File: config.mk
export PLATFORM = sky130hd
export DESIGN_NAME = serial_jk_adder
export DESIGN_NICKNAME = d
export VERILOG_FILES = /design/src/rtl/serial_jk_adder.sv
export SDC_FILE = /design/constraint.sdc
export NUM_CORES = 1
export LEC_CHECK = 0
export BUFFER_PORTS_ARGS = -buffer_cell sky130_fd_sc_hd__buf_2
export CORE_AREA = 2 2 51 53
export CTS_CLUSTER_DIAMETER = 120
export DETAILED_ROUTE_END_ITERATION = 8
export DIE_AREA = 0 0 53 55
export PLACE_DENSITY = 0.75
export SYNTH_ARGS = -nofsm -noshare
export SYNTH_HDL_FRONTEND = slang
export SYNTH_SLANG_ARGS = --single-unit
export TNS_END_PERCENT = 1
File: constraint.sdc
create_clock -name clk -period 1.5 [get_ports clk]
set_input_delay 0.3 -clock clk [delete_from_list [all_inputs] [get_ports clk]]
set_output_delay 0.3 -clock clk [all_outputs]
set_load 0.1 [all_outputs]
File: src/rtl/serial_jk_adder.sv
module serial_jk_adder #(
  parameter int WIDTH = 8,
  localparam int CW = $clog2(WIDTH + 1)
) (
  input  logic             clk,
  input  logic             rst,
  input  logic             load,
  input  logic [WIDTH-1:0] augend_in,
  input  logic [WIDTH-1:0] addend_in,
  input  logic             shift_en,
  output logic [WIDTH-1:0] sum_word,
  output logic             sum_bit,
  output logic             carry_out,
  output logic             done
);

  logic [WIDTH-1:0] aug_q, add_q;
  logic [CW-1:0]    steps_q;
  logic             cy_q, done_q;
  logic             x, y, jin, kin, cy_next, step;
  logic [WIDTH:0]   aug_sh;

  assign x       = aug_q[0];
  assign y       = add_q[0];
  assign jin     = x & y;
  assign kin     = ~(x | y);
  assign cy_next = (jin & ~cy_q) | (~kin & cy_q);
  assign sum_bit = x ^ y ^ cy_q;
  assign step    = shift_en & ~load & ~done_q;
  assign aug_sh  = {sum_bit, aug_q};

  always_ff @(posedge clk) begin
    if (rst) begin
      aug_q   <= '0;
      add_q   <= '0;
      cy_q    <= 1'b0;
      steps_q <= '0;
      done_q  <= 1'b0;
    end else if (load) begin
      aug_q   <= augend_in;
      add_q   <= addend_in;
      cy_q    <= 1'b0;
      steps_q <= '0;
      done_q  <= 1'b0;
    end else if (step) begin
      aug_q   <= aug_sh[WIDTH:1];
      add_q   <= add_q >> 1;
      cy_q    <= cy_next;
      steps_q <= steps_q + 1'b1;
      done_q  <= (steps_q == CW'(WIDTH - 1));
    end
  end

  assign sum_word  = aug_q;
  assign carry_out = cy_q;
  assign done      = done_q;

endmodule

==> results of run 1 <==
[cells by family (layout without fill, tap and decap cells)]
| family | after synthesis | after routing | synth area share (%) |
|---|---|---|---|
| AO/OA/AOI/OAI | 35 | 35 | 19.2 |
| buffers and inverters | 26 | 59 | 10.9 |
| flip-flops | 22 | 22 | 38.6 |
| AND/OR/NAND/NOR | 16 | 16 | 8.66 |
| multiplexers | 15 | 15 | 17.1 |
| adder cells (fa/ha/maj) | 3 | 3 | 3.29 |
| XOR/XNOR | 3 | 3 | 2.30 |
[power groups by stage]
| stage | sequential [mW] | combinational (mW) | clock (mW) |
|---|---|---|---|
| CTS | 0.636 | 0.394 | 0.471 |
| global placement | 0.649 | 0.370 | 0 |
| global route | 0.641 | 0.421 | 0.490 |
| detailed placement | 0.651 | 0.379 | 0 |
| finish | 0.637 | 0.392 | 0.454 |
| floorplan | 0.761 | 0.188 | 0 |
[critical path: cells and delay by family, from the launching register on]
| kind | cells | cell delay, ns |
|---|---|---|
| flip-flops | 1 | 0.38 |
| XOR/XNOR | 1 | 0.18 |
| buffers and inverters | 2 | 0.22 |
| adder cells (fa/ha/maj) | 1 | 0.27 |
[path summary, 6_finish.rpt]
path                startpoint          end  cells after the start
hold reg to reg       add_q[7]     add_q[7]                      2
hold / removal    addend_in[7]     add_q[7]                      3
setup / recovery   sum_word[0]      sum_bit                      4
setup reg to reg          done  sum_word[4]                      4
[timing repair]
action / in CTS / in global routing
endpoints found under the setup margin: 2 / 2
hold buffers: 0 / 0
pin swaps: 1 / 0
buffers inserted: 3 / 0
gates resized for setup: 2 / 2
[layer usage]
metal / GRT usage (%) / vias up / wire, um
li1: - / 466 / -
met1: 21.3 / 423 / 1010
met2: 32.1 / 16 / 984
met3: 2.96 / 2 / 97
met4: 5.13 / 0 / 14
met5: 0 / - / 0
[registers in the layout, summed over array words and instances (netlist names)]
| name | count |
|---|---|
| add_q | 8 |
| sum_word | 8 |
| steps_q | 4 |
| carry_out | 1 |
| done | 1 |
[cell type report]
| type | count | area [um^2] | area share (%) |
|---|---|---|---|
| inverter | 17 | 66.3 | 4.60 |
| multi-input combinational | 72 | 608 | 42.2 |
| tap | 30 | 37.5 | 2.60 |
| sequential | 22 | 448 | 31.0 |
| clock inverter | 1 | 30.0 | 2.08 |
| timing repair buffer | 38 | 230 | 16.0 |
| clock buffer | 3 | 22.5 | 1.56 |
[cells in the final DEF, fill, tap and decap left out, types with 2 or more instances in the layout]
cell type,netlist,routed
buf_2,1,27
dfxtp_1,22,18
a21oi_1,17,17
inv_1,17,16
o21a_1,14,14
buf_4,0,9
mux2_2,8,8
mux2_4,7,7
nor2_1,5,5
nand2_1,4,4
clkbuf_4,0,4
dfxtp_2,0,3
xnor2_1,2,2
nand3b_1,2,2
ha_1,3,2
[through the flow]
stage	area, um^2	power [mW]	utilization, %
3_3_place_gp	1360	1.02	57.5
2_1_floorplan	1180	0.949	-
4_1_cts	1440	1.50	60.8
5_1_grt	1440	1.55	61.0
6_report	1440	1.48	61.0
3_5_place_dp	1360	1.03	57.5
==> reports/qor.txt, run 1 <==
Outcome -> complete, but fails checks
Failing checks -> negative setup slack
Post-Place Worst Slack -> 0.111 ns
Total negative slack -> -0.178 ns
Setup WS post-layout -> -0.178 ns
Most frequent cells after synthesis -> dfxtp_1 (22), a21oi_1 (17), inv_1 (17)
Row Count -> 18
Die X-Extent -> 53 um
Synth async-reset ratio -> 0%
Fillers -> 218
Via count -> 907
Die area -> 0.00292 mm^2
Pwr Density -> 1030 mW/mm^2
Top FF cell, synth -> dfxtp_1
Flops & latches, synth -> 22
Clk_skew -> 0.00881 ns
Highest clock rate -> 0.596 GHz
Flop pwr share -> 42.9%
Synth unique cells -> 26
Crit-path max FO -> 2
Clk root buf -> clkbuf_4
Total track usage -> 17.6%
Largest net degree at the start of global routing -> 23
Congestion Overflow GR -> 0
Vias in the first global route -> 909
Clock slew at reported path FFs -> 0.13 ns
Worst Tran Pin Value -> 0.487 ns
Final period utilization -> 112%
Residual DRC -> 0
Peak VDD IR -> 0.640 mV
Area share of the largest cell type after synthesis -> 38.6%
CTS buffer count -> 3
I/O pins -> 31
Post-Syn Instances -> 120
N_diodes -> 0
Worst EP arrival -> 1.38 ns
CTS Sinks -> 22
Combinational share of power -> 26.5%
Switching power -> 0.447 mW
Headroom to the max-slew limit -> 67.8%
P_leak -> 0.692 nW
Worst-skew pair later-pin latency -> 0.31 ns
Total of max-cap violations -> 0
Max-slew violation count -> 0
Most common cell in the netlist -> dfxtp_1
Share of cells above drive strength 1 -> 43.8%
# H-tree levels -> 1
Initial drt markers -> 7
Post-synth EDFFs -> 0
Syn nets -> 143
CTS tree -> yes
RePlAce Congestion -> 0.757
Non-filler cells, final -> 183
Crit path kind -> register to primary output
Clock group share of total power -> 30.6%
Syn-to-layout area delta -> 26.4%
Sequential area share after synthesis -> 38.6%
Nets -> 177
Starting Density -> 48.3%
Avg Cell Area, Syn -> 9.51 um^2
Antenna viol nets, final -> 0
Hold Slack -> 0.235 ns
Initial antenna violation count -> 0
Routed wire length -> 2100 um
Critical Path Source Type -> register
Worst endpoint required time -> 1.20 ns
IO buf count -> 30
DIE HEIGHT -> 55 um
Int Pwr -> 1.04 mW
Hold/Removal Path Class -> input pin to register
Top cells by area, synth -> dfxtp_1 (39%), mux2_4 (9.2%), o21a_1 (9.2%)
Placed cell count -> 176
Critical path, cell by cell -> inv_4 > ha_4 > xor2_4 > buf_12
First drt pass iteration count -> 4
Mapped cell area -> 0.00114 mm^2
Vias/cell -> 4.96
Internal reg-to-reg setup slack -> 0.14 ns
RSZ-0062 raised after global routing -> yes
Critical path endpoint category -> primary output
Fin. Hold Viols -> 0
WL/cell -> 11.5 um
Count of final setup violators -> 1
Core area -> 0.00236 mm^2
Sw frac -> 30.1%
Maximum clock path buffer count -> 2
CP max stage delay -> 0.38 ns
Critical-path top delay cell -> dfxtp_4
First-pass GRT wire length -> 3760 um
Min Tclk post-route -> 1.68 ns
Warnings from Yosys -> 0
Largest area contributor in the netlist -> dfxtp_1
Final HPWL DP -> 1560 um
Power figures use the tool's default switching activity.
==> run 2, diff against run 1 <==
--- a/config.mk
+++ b/config.mk
@@ -6,11 +6,12 @@
 export NUM_CORES = 1
 export LEC_CHECK = 0
 export BUFFER_PORTS_ARGS = -buffer_cell sky130_fd_sc_hd__buf_2
-export CORE_AREA = 2 2 51 53
+export CAP_MARGIN = 10
+export CORE_AREA = 5 5 54 56
 export CTS_CLUSTER_DIAMETER = 120
 export DETAILED_ROUTE_END_ITERATION = 8
-export DIE_AREA = 0 0 53 55
-export PLACE_DENSITY = 0.75
+export DIE_AREA = 0 0 59 61
+export PLACE_DENSITY = 0.8
 export SYNTH_ARGS = -nofsm -noshare
 export SYNTH_HDL_FRONTEND = slang
 export SYNTH_SLANG_ARGS = --single-unit
==> reports/qor.txt, run 2 (synthesis gave the netlist of run 1 again) <==
Outcome -> complete, but fails checks
Failing checks -> negative setup slack
Worst EP arrival -> 1.37 ns (about the same)
Via count -> 894 (-1.4%)
Max-slew violation count -> 0 (unchanged)
Critical path endpoint category -> primary output
Core area -> 0.00239 mm^2 (+0.95%)
Hold/Removal Path Class -> input pin to register
Vias/cell -> 4.94 (-0.34%)
Residual DRC -> 0 (unchanged)
P_leak -> 0.679 nW (-1.9%)
Hold_sp -> addend_in[7]
CP max stage delay -> 0.37 ns (about the same)
Die area -> 0.00360 mm^2 (+23%)
Top Family by Delay on Critical Path -> flip-flops
Syn-to-layout area delta -> 24.8%
IO buf count -> 30 (unchanged)
Largest net degree at the start of global routing -> 33 (+43%)
First-pass GRT wire length -> 3710 um (-1.3%)
CTS buffer count -> 3 (unchanged)
Cts hold-fix bufs -> 0 (unchanged)
Headroom to the max-slew limit -> 67.5% (-0.32 points)
Met1 Track Usage GR -> 15.7% (-5.5 points)
Met3 usage -> 3.40% (+0.45 points)
Busiest grt layer -> met2
Clk root buf -> clkbuf_4
Worst endpoint required time -> 1.20 ns (about the same)
Critical-path top delay cell -> dfxtp_4
Maximum clock path buffer count -> 2 (unchanged)
Pwr Density -> 946 mW/mm^2 (-8.0%)
Crit path launch -> sum_word[0]
Antenna viol nets, final -> 0 (unchanged)
R2R Path Start -> done
RSZ-0062 raised after global routing -> yes
DIE HEIGHT -> 61 um (+11%)
Clock slew at reported path FFs -> 0.12 ns (about the same)
Worst-skew pair later-pin latency -> 0.31 ns (about the same)
Worst Tran Pin Value -> 0.492 ns (+0.00480 ns)
Initial drt markers -> 16 (+9)
Starting Density -> 47.8% (-0.46 points)
Post-Place Worst Slack -> 0.125 ns (+0.0135 ns)
Grt met2 use -> 23.8% (-8.3 points)
Crit path kind -> register to primary output
Setup WS post-layout -> -0.168 ns (+0.00946 ns)
Crit path buf inv count -> 2 (unchanged)
Most frequent cells in the layout -> buf_2 (26), dfxtp_1 (18), a21oi_1 (17), inv_1 (15), o21a_1 (14)
WL/cell -> 12.1 um (+5.2%)
Final period utilization -> 111% (-0.63 points)
Vias in the first global route -> 911 (+0.22%)
Nets -> 175 (-1.1%)
Highest clock rate -> 0.599 GHz (+0.57%)
Fillers -> 230 (+5.5%)
Congestion Overflow GR -> 0 (unchanged)
Crit-path max FO -> 2 (unchanged)
# H-tree levels -> 1 (unchanged)
First drt pass iteration count -> 3 (-1)
Final HPWL DP -> 1620 um (+3.6%)
N_diodes -> 0 (unchanged)
Routed wire length -> 2190 um (+4.0%)
Row Count -> 18 (unchanged)
Count of final setup violators -> 1 (unchanged)
CTS Sinks -> 22 (unchanged)
Die X-Extent -> 59 um (+11%)
Critical path, cell by cell -> inv_2 > ha_4 > xor2_4 > buf_12
Initial antenna violation count -> 0 (unchanged)
Clk_skew -> 0.0100 ns (+0.00123 ns)
CTS tree -> yes
Min Tclk post-route -> 1.67 ns (-0.00946 ns)
RePlAce Congestion -> 0.736 (-2.7%)
Leading cell type in the layout, fill and taps excluded -> buf_2
Share of cells above drive strength 1 -> 43.7% (-0.082 points)
Total of max-cap violations -> 0 (unchanged)
I/O pins -> 31 (unchanged)
Peak VDD IR -> 0.748 mV (+17%)
Hold Slack -> 0.251 ns (+0.0160 ns)
Total track usage -> 13.6% (-4.0 points)
Fin. Hold Viols -> 0 (unchanged)
Critical Path Source Type -> register
[run 2: cell types whose count changed in the layout (fill, tap and decap cells not counted), sizes merged]
cell    delta
bufinv     -1
buf        -3
clkbuf     +2
[run 2: path summary, 6_finish.rpt]
path / end / slack (ns) / depth (start not counted)
max reg2reg: sum_word[2] / 0.16 / 4
min: add_q[7] / 0.25 / 3
min reg2reg: steps_q[1] / 0.52 / 2
max: sum_bit / -0.17 / 4
[run 2: worst min-delay path, stage by stage]
cell	delay [ns]
buf_2	0.09
nand2_1	0.06
a21oi_1	0.06
[run 2: metal layers]
layer / up-vias / share of wire [%] / routed length [um]
li1: 463 / - / -
met1: 411 / 44 / 956
met2: 18 / 50 / 1090
met3: 2 / 6.2 / 136
met4: 0 / 0.46 / 10
met5: - / 0 / 0
[run 2: through the flow]
step	area, um^2	instances	TNS [ns]	total power [mW]	utilization [%]
after floorplan	1180	120	-2.58	0.949	-
after global placement	1360	174	0	1.02	56.8
after global routing	1420	181	-0.221	1.41	59.6
after detailed placement	1360	174	0	1.03	56.8
final	1420	181	-0.168	1.35	59.6
after CTS	1420	181	-0.193	1.37	59.4
[run 2: report_power, final]
part           leakage, nW  switching [mW]  internal (mW)  total (mW)
registers            0.183          0.0206          0.616       0.637
logic                0.475           0.241          0.149       0.391
clock network       0.0210           0.171          0.148       0.319
total                0.679           0.433          0.914        1.35
[run 2: what timing repair did]
action                     4_1_cts  5_1_grt
pin swaps                        1        1
setup buffers                    3        0
gates resized for setup          2        3
setup endpoints to repair        2        3
cloned                           0        0
[run 2: final cells by class]
type / instances / area (um^2) / share of cell area, %
Multi-Input combinational cell: 72 / 608 / 42.7
Sequential cell: 22 / 448 / 31.5
Timing Repair Buffer: 36 / 230 / 16.2
Inverter: 17 / 63.8 / 4.48
Tap cell: 30 / 37.5 / 2.64
Clock buffer: 4 / 36.3 / 2.55
==> run 3, diff against run 2 <==
--- a/config.mk
+++ b/config.mk
@@ -12,6 +12,7 @@
 export DETAILED_ROUTE_END_ITERATION = 8
 export DIE_AREA = 0 0 59 61
 export PLACE_DENSITY = 0.8
+export SETUP_SLACK_MARGIN = 0.3
 export SYNTH_ARGS = -nofsm -noshare
 export SYNTH_HDL_FRONTEND = slang
 export SYNTH_SLANG_ARGS = --single-unit
==> reports/qor.txt, run 3 (synthesis gave the netlist of run 1 again) <==
Outcome -> complete, but fails checks
Failing checks -> negative setup slack
Critical Path Source Type -> register
Final HPWL DP -> 1620 um (unchanged)
Overall Power -> 1.42 mW (+5.3%)
Worst EP arrival -> 1.37 ns (about the same)
IO buf count -> 30 (unchanged)
Total of max-cap violations -> 0 (unchanged)
DIE HEIGHT -> 61 um (unchanged)
# H-tree levels -> 1 (unchanged)
Initial drt markers -> 11 (-5)
First-pass GRT wire length -> 3950 um (+6.5%)
Via count -> 922 (+3.1%)
Leading cell type in the layout, fill and taps excluded -> buf_2
Design Area, Final -> 0.00162 mm^2 (+14%)
CTS buffer count -> 3 (unchanged)
Clock slew at reported path FFs -> 0.12 ns (about the same)
Fin. Hold Viols -> 0 (unchanged)
Dpl cell area -> 0.00136 mm^2 (unchanged)
Nets -> 175 (unchanged)
Crit path kind -> register to primary output
CTS tree -> yes
Final core utilization -> 68.0% (+8.4 points)
Top Family by Delay on Critical Path -> flip-flops
Maximum clock path buffer count -> 2 (unchanged)
Vias in the first global route -> 938 (+3.0%)
Worst Tran Pin Value -> 0.319 ns (-0.172 ns)
FF/Latch Area -> 477 um^2 (+6.4%)
Hold/Removal Path Class -> input pin to register
Peak VDD IR -> 0.730 mV (-2.4%)
CP max stage delay -> 0.37 ns (about the same)
Syn-to-layout area delta -> 42.3%
Core area -> 0.00239 mm^2 (unchanged)
Min Tclk post-route -> 1.67 ns (-0.00102 ns)
Crit path launch -> sum_word[0]
Total track usage -> 14.6% (+1.0 points)
Initial antenna violation count -> 0 (unchanged)
Headroom to the max-slew limit -> 78.7% (+11 points)
Congestion Overflow GR -> 0 (unchanged)
RSZ-0062 raised after global routing -> yes
Pwr Density -> 873 mW/mm^2 (-7.7%)
Max-slew violation count -> 0 (unchanged)
Clk root buf -> clkbuf_4
Residual DRC -> 0 (unchanged)
P_leak -> 0.745 nW (+9.8%)
CTS Sinks -> 22 (unchanged)
N_diodes -> 0 (unchanged)
Critical path endpoint category -> primary output
Critical-path top delay cell -> dfxtp_4
Clk_skew -> 0.00708 ns (-0.00297 ns)
Critical path, cell by cell -> inv_2 > ha_4 > xor2_4 > buf_12
Routed wire length -> 2460 um (+12%)
Highest clock rate -> 0.600 GHz (about the same)
Worst endpoint required time -> 1.20 ns (about the same)
Largest net degree at the start of global routing -> 33 (unchanged)
Die area -> 0.00360 mm^2 (unchanged)
Cts hold-fix bufs -> 0 (unchanged)
Final period utilization -> 111% (about the same)
Share of cells above drive strength 1 -> 49.0% (+5.3 points)
Vias/cell -> 5.09 (+3.1%)
Worst-skew pair later-pin latency -> 0.30 ns (about the same)
Crit-path max FO -> 2 (unchanged)
Antenna viol nets, final -> 0 (unchanged)
Hold_sp -> addend_in[7]
R2R Path Start -> done
Count of final setup violators -> 1 (unchanged)
I/O pins -> 31 (unchanged)
Area occupied by multi-input gates -> 646 um^2 (+6.2%)
Most frequent cells in the layout -> buf_2 (19), a21oi_1 (17), mux2_4 (15), inv_1 (15), o21a_1 (14)
WL/cell -> 13.6 um (+12%)
Die X-Extent -> 59 um (unchanged)
Setup WS post-layout -> -0.167 ns (+0.00102 ns)
Row Count -> 18 (unchanged)
Hold Slack -> 0.247 ns (-0.00373 ns)
Starting Density -> 47.8% (unchanged)
Crit path buf inv count -> 2 (unchanged)
Fillers -> 199 (-13%)
First drt pass iteration count -> 2 (-1)
RePlAce Congestion -> 0.736 (unchanged)
run 3: routing by layer:
layer	part of all wire [%]	vias to the layer above	GRT usage (%)
li1	-	464	-
met4	0.41	0	5.83
met3	5.5	2	3.62
met5	0	-	0
met1	43	438	16.6
met2	51	18	26.2
run 3: final timing paths:
check                                    to  slack [ns]  cells after the start
worst max register to register  sum_word[1]        0.20                      4
worst min-delay path               add_q[7]        0.25                      3
worst min register to register   steps_q[1]        0.52                      2
worst max-delay path                sum_bit       -0.17                      4
run 3: final cells by class:
cell class	instances	share of cell area, %
inverters	17	3.93
clock buffers	4	2.23
well taps	30	2.31
flip-flops and latches	22	29.4
repair buffers	36	22.4
multi-input cells	72	39.8
run 3: worst min-delay path, stage by stage:
cell and delay (ns):
buf_2 0.09, nand2_1 0.06, a21oi_1 0.06
run 3: timing repair:
| item | CTS | global route |
|---|---|---|
| hold endpoints to repair | 0 | 0 |
| gates resized for setup | 54 | 11 |
| pin swaps | 2 | 4 |
| endpoints found under the setup margin | 26 | 28 |
| setup buffers | 3 | 0 |
run 3: power breakdown:
| group | internal (mW) | total, mW | switching [mW] | leakage (nW) |
|---|---|---|---|---|
| registers | 0.612 | 0.642 | 0.0298 | 0.188 |
| clock network | 0.148 | 0.320 | 0.172 | 0.0210 |
| logic | 0.207 | 0.456 | 0.249 | 0.537 |
run 3: through the flow:
| step | worst slack (ns) | TNS, ns | cells |
|---|---|---|---|
| 4_1_cts | -0.190 | -0.193 | 181 |
| 5_1_grt | -0.222 | -0.222 | 181 |
| 3_5_place_dp | 0.125 | 0 | 174 |
| 3_3_place_gp | 0.152 | 0 | 174 |
| 6_report | -0.167 | -0.167 | 181 |
| 2_1_floorplan | -0.280 | -2.58 | 120 |
